[src/rtl/hbox_pkg.sv]
package hbox_pkg;

    typedef enum logic [1:0] {
        OP_LOAD     = 2'b00,
        OP_STORE    = 2'b01,
        OP_TO_INT   = 2'b10,
        OP_FROM_INT = 2'b11
    } hbox_op_e;

    localparam logic [1:0]  FMT_HALF  = 2'b10;
    localparam int          HALF_W    = 16;
    localparam logic [15:0] CANON_NAN = 16'h7E00;

endpackage

[src/rtl/hbox_box_check.sv]
module hbox_box_check #(
    parameter int FLEN = 64
) (
    input  logic [FLEN-1:0] value,
    output logic            boxed
);
    // One level per doubling of width above the half: 32, 64, ...
    localparam int LEVELS = $clog2(FLEN) - 4;

    logic [LEVELS-1:0] level_ok;

    for (genvar lv = 0; lv < LEVELS; lv++) begin : g_level
        localparam int LO = 16 << lv;
        localparam int HI = (32 << lv) - 1;
        assign level_ok[lv] = &value[HI:LO];
    end

    assign boxed = &level_ok;

endmodule

[src/rtl/hbox_sext.sv]
module hbox_sext #(
    parameter int XLEN = 64
) (
    input  logic [15:0]     half,
    output logic [XLEN-1:0] wide
);
    localparam int PAD = XLEN - 16;

    assign wide = {{PAD{half[15]}}, half};

endmodule

[src/rtl/hbox_move_unit.sv]
module hbox_move_unit
    import hbox_pkg::*;
#(
    parameter int FLEN = 64,
    parameter int XLEN = 64
) (
    input  logic            clk,
    input  logic            rst_n,
    input  logic            in_valid,
    input  logic [1:0]      op,
    input  logic [1:0]      fmt,
    input  logic [FLEN-1:0] frs_data,
    input  logic [XLEN-1:0] xrs_data,
    input  logic [15:0]     ld_data,
    output logic            out_valid,
    output logic [FLEN-1:0] f_result,
    output logic [XLEN-1:0] x_result,
    output logic [15:0]     st_data,
    output logic [FLEN-1:0] chk_operand,
    output logic            box_ok
);
    localparam int BOX_W = FLEN - HALF_W;
    localparam logic [BOX_W-1:0] BOX_ONES = '1;

    typedef struct packed {
        logic            valid;
        logic [FLEN-1:0] f_res;
        logic [XLEN-1:0] x_res;
        logic [15:0]     st;
        logic [FLEN-1:0] chk;
        logic            ok;
    } state_t;

    state_t   state_d, state_q;
    hbox_op_e op_sel;
    logic     frs_boxed;
    logic [XLEN-1:0] sext_val;
    logic [XLEN-1:0] unused_xrs;

    assign op_sel     = hbox_op_e'(op);
    assign unused_xrs = xrs_data;

    hbox_box_check #(.FLEN(FLEN)) i_box_check (
        .value (frs_data),
        .boxed (frs_boxed)
    );

    hbox_sext #(.XLEN(XLEN)) i_sext (
        .half (frs_data[15:0]),
        .wide (sext_val)
    );

    always_comb begin
        state_d       = state_q;
        state_d.valid = in_valid;
        if (in_valid) begin
            state_d.f_res = '0;
            state_d.x_res = '0;
            state_d.st    = '0;
            unique case (op_sel)
                OP_LOAD:     state_d.f_res = {BOX_ONES, ld_data};
                OP_STORE:    state_d.st    = frs_data[15:0];
                OP_TO_INT:   state_d.x_res = sext_val;
                OP_FROM_INT: state_d.f_res = {BOX_ONES, xrs_data[15:0]};
                default:     state_d.f_res = '0;
            endcase
            if (fmt == FMT_HALF) begin
                state_d.ok  = frs_boxed;
                state_d.chk = frs_boxed ? frs_data : {BOX_ONES, CANON_NAN};
            end else begin
                state_d.ok  = 1'b0;
                state_d.chk = frs_data;
            end
        end
    end

    always_ff @(posedge clk) begin
        if (!rst_n) state_q <= '0;
        else        state_q <= state_d;
    end

    assign out_valid   = state_q.valid;
    assign f_result    = state_q.f_res;
    assign x_result    = state_q.x_res;
    assign st_data     = state_q.st;
    assign chk_operand = state_q.chk;
    assign box_ok      = state_q.ok;

    // a presented operation yields a valid strobe on the next edge
    p_valid_next_r2: assert property (@(posedge clk) disable iff (!rst_n)
        in_valid |=> out_valid);

    // load result is boxed and carries the memory word
    p_load_boxed_r3: assert property (@(posedge clk) disable iff (!rst_n)
        (in_valid && op == 2'b00) |=>
            (&f_result[FLEN-1:16]) && f_result[15:0] == $past(ld_data));

    // store data is the low half of the source
    p_store_low_r4: assert property (@(posedge clk) disable iff (!rst_n)
        (in_valid && op == 2'b01) |=> st_data == $past(frs_data[15:0]));

    // integer result upper bits all match the half sign
    p_sext_r5: assert property (@(posedge clk) disable iff (!rst_n)
        (in_valid && op == 2'b10) |=>
            ((&x_result[XLEN-1:15]) || !(|x_result[XLEN-1:15])) &&
            x_result[15:0] == $past(frs_data[15:0]));

    // move-from-integer result is boxed
    p_from_int_r6: assert property (@(posedge clk) disable iff (!rst_n)
        (in_valid && op == 2'b11) |=>
            (&f_result[FLEN-1:16]) && f_result[15:0] == $past(xrs_data[15:0]));

    // a rejected half operand becomes the boxed canonical NaN
    p_canon_r8: assert property (@(posedge clk) disable iff (!rst_n)
        (in_valid && fmt == 2'b10 && !(&frs_data[FLEN-1:16])) |=>
            !box_ok && chk_operand == {BOX_ONES, 16'h7E00});

    // idle cycles leave results untouched
    p_hold_r11: assert property (@(posedge clk) disable iff (!rst_n)
        !in_valid |=> !out_valid && $stable(f_result) && $stable(x_result) &&
                      $stable(st_data) && $stable(chk_operand));

endmodule

[config.mk]
export PLATFORM = sky130hd
export DESIGN_NAME = hbox_move_unit
export DESIGN_NICKNAME = d
export VERILOG_FILES = /design/src/rtl/hbox_pkg.sv /design/src/rtl/hbox_box_check.sv /design/src/rtl/hbox_sext.sv /design/src/rtl/hbox_move_unit.sv
export SDC_FILE = /design/constraint.sdc
export NUM_CORES = 1
export LEC_CHECK = 0
export ABC_AREA = 1
export BUFFER_PORTS_ARGS = -buffer_cell sky130_fd_sc_hd__buf_2
export CAP_MARGIN = 40
export CELL_PAD_IN_SITES_DETAIL_PLACEMENT = 0
export CELL_PAD_IN_SITES_GLOBAL_PLACEMENT = 1
export CORE_UTILIZATION = 28
export DETAILED_ROUTE_END_ITERATION = 16
export PLACE_DENSITY_LB_ADDON = 0.15
export SLEW_MARGIN = 20
export SYNTH_ARGS = -nofsm -noshare
export SYNTH_HDL_FRONTEND = slang
export SYNTH_SLANG_ARGS = --single-unit
[constraint.sdc]
create_clock -name clk -period 2.3 [get_ports clk]
set_clock_uncertainty 0.05 [all_clocks]
set_input_delay 0.46 -clock clk [delete_from_list [all_inputs] [get_ports clk]]
set_output_delay 0.46 -clock clk [all_outputs]
set_load 0.03 [all_outputs]
==> results.md, run 1 <==
- The class of the most critical setup path is flip-flop to primary output.
- The number of clock sinks is 115.
- The total negative setup slack is 0 ns.
- Summed over all cells, the static leakage comes to 3.379 nW.
- The worst register-to-register path ends at x_result[62].
- The initial core utilization is 28.98%.
- The capture point of the worst path is x_result[53].
- CTS placed an instance of clkbuf_16 at the clock tree root.
- Walking the worst path, the cells encountered are buf_4, buf_2.
- The floorplan step set the die height to 139.3 um.
- Summing over every cut layer, the via total after detailed routing is 5118.
- The flow ran to the end, and the final reports show no timing, DRC or antenna violations.
- After detailed routing, the average wire length per cell comes to 14.47 um.
- The floorplan die width is 139.3 um.
- The fraction of final layout cells with drive strength greater than 1 is 41.60%.
- TritonCTS built the clock tree.
- The number of resized instances in the post-cts repair step is 0.
- The pre-antenna-repair detailed-routing pass consisted of 6 iterations.
- The number of buffers and inverters on the critical path is 2.
- The startpoint identified for the worst register-to-register timing path is x_result[62].
- After legalization and detailed placement, the total HPWL measured 11400 um.
- Setup violations remaining at the end of the flow were counted as 0.
- After synthesis, flip-flops and latches occupy 43.63% of the total area.
- The power consumption is 5.737 mW.
- The first-pass GRT wire length is 25080 um.
- For the worst setup path, the data arrival time is 1.30 ns.
- The first element of the critical path is x_result[62].
- The max-slew violation total from the final report came to 0.
- By count the netlist is led by nand2_1, dfxtp_1, a21oi_1, buf_4, o21ai_0.
- The total I/O pin count is 361.
- The number of maximum-capacitance violations is 0.
- The share of flip-flops with an asynchronous set or reset after synthesis is 0%.
- The area growth from synthesis to layout is 30.57%.
- The row count is 49.
- The sum of overflow across all layers after global routing is 0.
- The synthesized area is 5276 um^2.
- The cell count along the critical path is 2.
- Entering global routing, the biggest net connects 108 pins.
- In this run, CTS created clock tree buffers numbering 17.
- The commonest register cell after synthesis is dfxtp_1.
- STA classifies the critical path endpoint as a primary output.
- Setup repair after global routing left no endpoint under its margin.
- The clock insertion delay at the later pin of the skew report is 0.40 ns.
- When the netlist entered floorplanning its net count stood at 831.
- The count of flip-flops with a built-in enable after synthesis is 0.
- The floorplan step defined a die boundary enclosing 19400 um^2.
- The count of distinct cell types in the synthesized netlist is 25.
- The clock-pin slew of the registers on the worst-case setup and hold paths is 0.05 ns.
- In this design, the largest share of critical-path delay is due to buffers and inverters.
- Measured against its own limit, the worst slew margin works out to 62.03%.
- Summed over its instances, the top area cell type makes up 43.63% of the synthesized netlist area.
- The final design utilization is 37.83%.
- The number of global-route vias before repair is 4748.
- The library cell contributing the largest single delay on the critical path is buf_4.
- The total area inside the core boundary comes to 18210 um^2.
- In the post-route analysis, the smallest setup slack over all paths is 0.4909 ns.
- The antenna diode instance count is 0.
- The post-detailed-routing wire length is 16150 um.
- Static timing analysis puts the maximum clock frequency at 0.5528 GHz.
- The number of antenna violations at the first check in global routing was 0.
- The worst setup slack before clock tree synthesis is 0.5479 ns.
- The class of the worst hold path is input pin to flip-flop.
- The number of instances in the synthesized netlist is 676.
- Counting instances, the worst hold path has a depth of 3.
- The detail-routed via count per cell is 4.586.
- In this run the register-to-register setup slack is 1.35 ns.
- The post-detailed-route DRC marker count is 0.
- The detailed router finished its first iteration with 212 violations.
- The shortest period the worst path allows is 1.809 ns.
- The number of buffers added for setup after CTS is 0.
- The count of cells along the worst register-to-register path is 3.
- The clock passes through at most 2 buffers.
- The largest vdd supply drop is 490.7 uV.
- The delay of the slowest cell on the worst path is 0.31 ns.
- The worst setup path is launched from a flip-flop.
- The overall global routing resource usage is 16.51%.
- The required time at the worst-slack endpoint is 1.79 ns.
- For the pin with the worst max-slew slack, the measured transition is 0.5695 ns.
- Of all nets on the critical path, the largest fanout is 50.
- nand2_1 is the most common cell in the netlist.
- The number of nets at the end of the flow is 1029.
- The total of warnings raised by yosys is 0.
- In this run the remaining antenna-violating nets after routing total 0.
- The depth of the CTS H-tree is 4.
- The count of port buffers added during placement is 312.
- Routability-driven placement finished with a final weighted congestion of 0.7643.
- The register bit total from synthesis is 115.
- The hold violation count in the final report is 0.
- After synthesis, the cell types taking the most area are dfxtp_1, buf_4, nand2_1.
- For this design the ratio of total power to cell area is 832.8 nW/um^2.
- The number of hold buffers added after CTS was 0.
- The largest area contributor in the netlist is dfxtp_1.
- The ratio of final minimum period to clock period is 78.66%.
- The mean cell area of the mapped netlist is 7.805 um^2.
report_power, final:
group | internal, mW | switching (mW) | total [mW]
logic | 0.292 | 0.695 | 0.987
clock network | 1.66 | 0.953 | 2.61
registers | 2.09 | 0.0476 | 2.14
metrics by stage:
stage / hold WS [ns] / cell area [um^2] / cells
2_1_floorplan: 0.5353 / 5276 / 676
3_3_place_gp: 0.3996 / 6300 / 1084
3_5_place_dp: 0.4020 / 6300 / 1084
4_1_cts: 0.2454 / 6889 / 1116
5_1_grt: 0.2566 / 6889 / 1116
6_report: 0.2684 / 6889 / 1116
how the worst min path moves through the flow:
stage | from | end | slack, ns
2_1_floorplan | st_data[14] | st_data[14] | 0.54
6_report | frs_data[8] | chk_operand[8] | 0.27
3_3_place_gp | chk_operand[34] | chk_operand[34] | 0.40
3_5_place_dp | f_result[13] | f_result[13] | 0.40
4_1_cts | frs_data[8] | chk_operand[8] | 0.25
5_1_grt | frs_data[5] | chk_operand[5] | 0.26
sequential cells by signal, summed over array words and instances (netlist names):
signal       count
chk_operand     64
st_data         16
out_valid        1
f_result        17
x_result        16
box_ok           1
layout make-up:
cell class	count	area, um^2
Clock buffer	21	460.4
Clock inverter	11	128.9
Fill cell	1959	11320
Inverter	7	28.78
Multi-Input combinational cell	411	1983
Sequential cell	115	2302
Tap cell	229	286.5
Timing Repair Buffer	322	1699
kinds of logic after synthesis:
group	count (synthesis)	synth area share, %
DFF	115	43.63
buffers and inverters	150	18.78
and+or+nand+nor	210	16.53
adders and majority gates	4	0.9486
AOI/OAI and AO/OA	197	20.11
cells in the final DEF, fill, tap and decap left out:
| master | Yosys | routed |
|---|---|---|
| nand2_1 | 152 | 152 |
| clkbuf_8 | 0 | 2 |
| bufinv_16 | 0 | 2 |
| nand2_2 | 4 | 4 |
| nor2_2 | 3 | 3 |
| clkbuf_1 | 26 | 2 |
| buf_12 | 1 | 5 |
| ha_1 | 4 | 4 |
| o21ai_1 | 8 | 8 |
| inv_6 | 0 | 1 |
| dfxtp_1 | 115 | 115 |
| clkinvlp_4 | 0 | 2 |
| nor2_4 | 2 | 2 |
| clkinv_2 | 0 | 2 |
| a21oi_1 | 110 | 110 |
| clkinv_4 | 0 | 4 |
| a22o_1 | 16 | 16 |
| nor2_1 | 18 | 18 |
| inv_1 | 6 | 5 |
| inv_4 | 1 | 1 |
| a21oi_2 | 4 | 4 |
| nand3_2 | 1 | 1 |
| o21ai_0 | 59 | 59 |
| clkbuf_16 | 0 | 17 |
| nand2_4 | 1 | 1 |
| inv_2 | 0 | 1 |
| nand3_1 | 28 | 28 |
| nand4_1 | 1 | 1 |
| buf_2 | 11 | 312 |
| buf_4 | 101 | 5 |
layer usage:
metal  share of wire [%]  routed length (um)  vias up  track usage (%)
li1                    -                   -     2548                -
met1                  41                6611     2321            18.65
met2                  48                7824      227            27.77
met3                 8.5                1367       22            6.401
met4                 2.2                 350        0            6.784
met5                   0                   0        -                0
worst register-to-register path, cell delays in order, from the launching register on:
cell and delay (ns):
dfxtp_1 0.30, buf_4 0.31, nand2_1 0.09, a21oi_1 0.13
Power figures use the tool's default switching activity.
==> inputs of run 2 (changes only) <==
--- a/config.mk
+++ b/config.mk
@@ -5,12 +5,12 @@
 export SDC_FILE = /design/constraint.sdc
 export NUM_CORES = 1
 export LEC_CHECK = 0
-export ABC_AREA = 1
+export ABC_AREA = 0
 export BUFFER_PORTS_ARGS = -buffer_cell sky130_fd_sc_hd__buf_2
 export CAP_MARGIN = 40
 export CELL_PAD_IN_SITES_DETAIL_PLACEMENT = 0
 export CELL_PAD_IN_SITES_GLOBAL_PLACEMENT = 1
-export CORE_UTILIZATION = 28
+export CORE_UTILIZATION = 30
 export DETAILED_ROUTE_END_ITERATION = 16
 export PLACE_DENSITY_LB_ADDON = 0.15
 export SLEW_MARGIN = 20
==> constraint.sdc (replaced) <==
create_clock -name clk -period 1.8 [get_ports clk]
set_clock_uncertainty 0.05 [all_clocks]
set_input_delay 0.36 -clock clk [delete_from_list [all_inputs] [get_ports clk]]
set_output_delay 0.36 -clock clk [all_outputs]
set_load 0.03 [all_outputs]
==> results.md, run 2 <==
- The share of flip-flops with an asynchronous set or reset after synthesis is 0%.
- The design draws 7.904 mW.
- The number of antenna violations at the first check in global routing was 0.
- The reg-to-reg setup timing slack is 0.85 ns.
- Clock latency on the worst-skew pair, taken at its later pin, is 0.41 ns.
- Buffers placed on the I/O ports in this run total 312.
- The number of global-route vias before repair came to 4664.
- The cell at the root of the clock tree is clkbuf_16.
- Of all nets on the critical path, the largest fanout is 49.
- The tree built by TritonCTS fans out to 115 sinks.
- The routed wirelength normalized by instance count is 15.39 um.
- The initial core utilization is 31.13%.
- The sum of overflow across all layers after global routing is 0.
- The register with the most flip-flops in the layout has 64 of them.
- In this run the worst hold path is classified as input pin to flip-flop.
- At the pin with the least slew margin, the transition time is 0.7870 ns.
- Entering global routing, the biggest net connects 85 pins.
- The library cell used most frequently in the layout, excluding fill and tap cells, is buf_2.
- Sequential elements use 40.48% of the synthesized area.
- The max-slew violation total from the final report is 0.
- The floorplan step set the die width to 139.7 um.
- STA classifies the critical path startpoint as a flip-flop.
- Setup total negative slack on the finished layout was measured at 0 ns.
- After floorplanning, the core was divided into 49 placement rows.
- Routability-driven placement finished with a final weighted congestion of 0.7668.
- Synthesis instantiated 26 different standard cells from the library.
- The flow ran to the end, and the final reports show no timing, DRC or antenna violations.
- The die is 139.7 um tall.
- Of the available clock period, the critical path in the final layout requires 91.16%.
- Measured on the finished design, the core utilization comes to 40.71%.
- The cell area after placement is 6792 um^2.
- Derived from the worst setup path, the maximum achievable clock frequency is 0.6094 GHz.
- The buffer depth of the longest clock path is 2.
- For this design the static power due to leakage is 3.843 nW.
- Clock-pin slew was measured on the worst setup and hold paths at 0.06 ns.
- Max-cap violations in this run came to 0.
- The number of clock buffers inserted by TritonCTS is 17.
- The worst setup path is of the flip-flop to primary output kind.
- Each instance of the synthesized netlist takes up on average 8.915 um^2.
- The number of DRC markers in iteration 0 is 184.
- The clock tree from TritonCTS is yes.
- The post-detailed-routing wire length is 16700 um.
- The total vias in the final route is 4956.
- In this run, synthesis inferred 0 flip-flops with an integrated enable.
- The total setup violations reported at the end of the flow is 0.
- Across the VDD grid, the largest voltage drop is 653.4 uV.
- The area share of the largest cell type after synthesis is 40.48%.
- Traced cell by cell, the critical path runs through buf_2.
- In the layout the commonest cells are buf_2, dfxtp_1, nand2_1, mux2_2, nand2b_1.
- The fraction of final layout cells with drive strength greater than 1 is 50.12%.
- The kind of cell adding the most delay to the critical path is flip-flops.
- In the routed design, unresolved DRC markers number 0.
- At the worst endpoint, the required time is 1.39 ns.
- The floorplan step defined a die boundary enclosing 19510 um^2.
- After detailed routing, the number of vias per cell comes to 4.568.
- The synthesized area is 5688 um^2.
- Data arrives at the worst endpoint at 1.23 ns.
- After floorplanning, the core was sized to cover 18270 um^2.
- The antenna violation net count after detailed routing is 0.
- The first global-routing pass estimated 25280 um of wire.
- The register bit total from synthesis is 115.
- After synthesis, the cell types taking the most area are dfxtp_1, buf_4, mux2_2.
- In this run the power density over the cells is 1063 nW/um^2.
- The repair_antennas step left the layout with diodes totalling 0.
- The leading cell type by number of instances after synthesis is dfxtp_1.
- The synthesis-to-finish area growth is 30.75%.
- The first-pass iteration count of the detailed router is 5.
- The delay of the slowest cell on the worst path is 0.54 ns.
- Global routing used 16.85% of the available tracks across all layers.
- The total I/O pin count is 361.
- The final HPWL from detailed placement is 12150 um.
- The number of buffers added for setup after CTS is 0.
- The remaining max-slew budget at the tightest pin is 47.43%.
- The capturing element type of the critical path is a primary output.
- The commonest cells after synthesis are dfxtp_1, nand2_1, buf_4, mux2_2, nand2b_1.
- Yosys printed 0 warnings.
- Final hold analysis gives a worst-case slack of 0.1644 ns.
- Setup repair after global routing left no endpoint under its margin.
- The final instance area is 7437 um^2.
- The final layout contains 998 nets.
- Synthesis produced a netlist with a net count of 793.
- The depth of the CTS H-tree is 4.
- The hold violation count in the final report came to 0.
- The number of instances in the synthesized netlist is 638.
- The synthesized design spends more area on one cell type than any other, namely dfxtp_1.
- The number of buffers and inverters on the critical path is 1.
- In the synthesized netlist the dominant register cell turns out to be dfxtp_1.
- The slowest stage of the critical path is the dfxtp_4 cell.
- The shortest period the worst path allows is 1.641 ns.
## run 2: cell count changes after synthesis, sizes merged, moves of 17 or more
| cell | delta |
|---|---|
| nor2 | -23 |
| a21oi | -114 |
| nand2b | +33 |
| and2 | +17 |
| mux2 | +54 |
| a22oi | +25 |
| a21boi | +32 |
| o22ai | +17 |
| o21ai | -56 |
| nand2 | -46 |
## run 2: logic make-up (layout without fill, tap and decap cells)
family / after synthesis / count (layout) / share of synthesized area [%]
buffers and inverters: 161 / 379 / 17.86
DFF: 115 / 115 / 40.48
AOI/OAI and AO/OA: 92 / 92 / 11.86
adders and majority gates: 4 / 4 / 0.8799
and+or+nand+nor: 212 / 212 / 18.24
muxes: 54 / 54 / 10.69
## run 2: final timing paths
check	cells after the start	to	startpoint
worst max-delay path	1	f_result[62]	f_result[62]
worst min-delay path	3	chk_operand[0]	frs_data[0]
worst max register to register	2	chk_operand[12]	chk_operand[12]
worst min register to register	2	box_ok	box_ok
## run 2: tightest hold or removal path: stages
cell	delay (ns)
buf_2	0.12
nand2_1	0.05
o21ai_1	0.05
## run 2: power breakdown
group | switching, mW | leakage, nW | internal [mW] | total [mW]
logic | 0.941 | 2.59 | 0.502 | 1.44
registers | 0.0843 | 0.946 | 2.69 | 2.78
clock network | 1.24 | 0.304 | 2.44 | 3.68
total | 2.27 | 3.84 | 5.64 | 7.90
## run 2: final cells by class
| class | instances | area, um^2 |
|---|---|---|
| multi-input combinational | 362 | 2370 |
| tap | 229 | 286.5 |
| clock buffer | 17 | 425.4 |
| timing repair buffer | 328 | 1763 |
| fill | 1896 | 10830 |
| clock inverter | 15 | 214.0 |
| inverter | 19 | 71.32 |
| sequential | 115 | 2307 |
## run 2: repair_timing
action / CTS / global route
cloned: 0 / 0
gates resized for setup: 1 / 1
hold buffers: 0 / 0
endpoints found under the setup margin: 48 / 46
## run 2: per-layer routing
layer	track usage [%]	wire, um	vias up
met3	6.573	1292	21
met4	4.916	236	0
met5	0	0	-
met2	28.95	8309	200
met1	19.25	6858	2275
li1	-	-	2460
## run 2: stage by stage
step / cells / setup WS (ns)
2_1_floorplan: 638 / 0.2410
3_5_place_dp: 1053 / -0.02924
4_1_cts: 1085 / 0.05057
5_1_grt: 1085 / 0.06528
3_3_place_gp: 1053 / 0.004067
6_report: 1085 / 0.1591
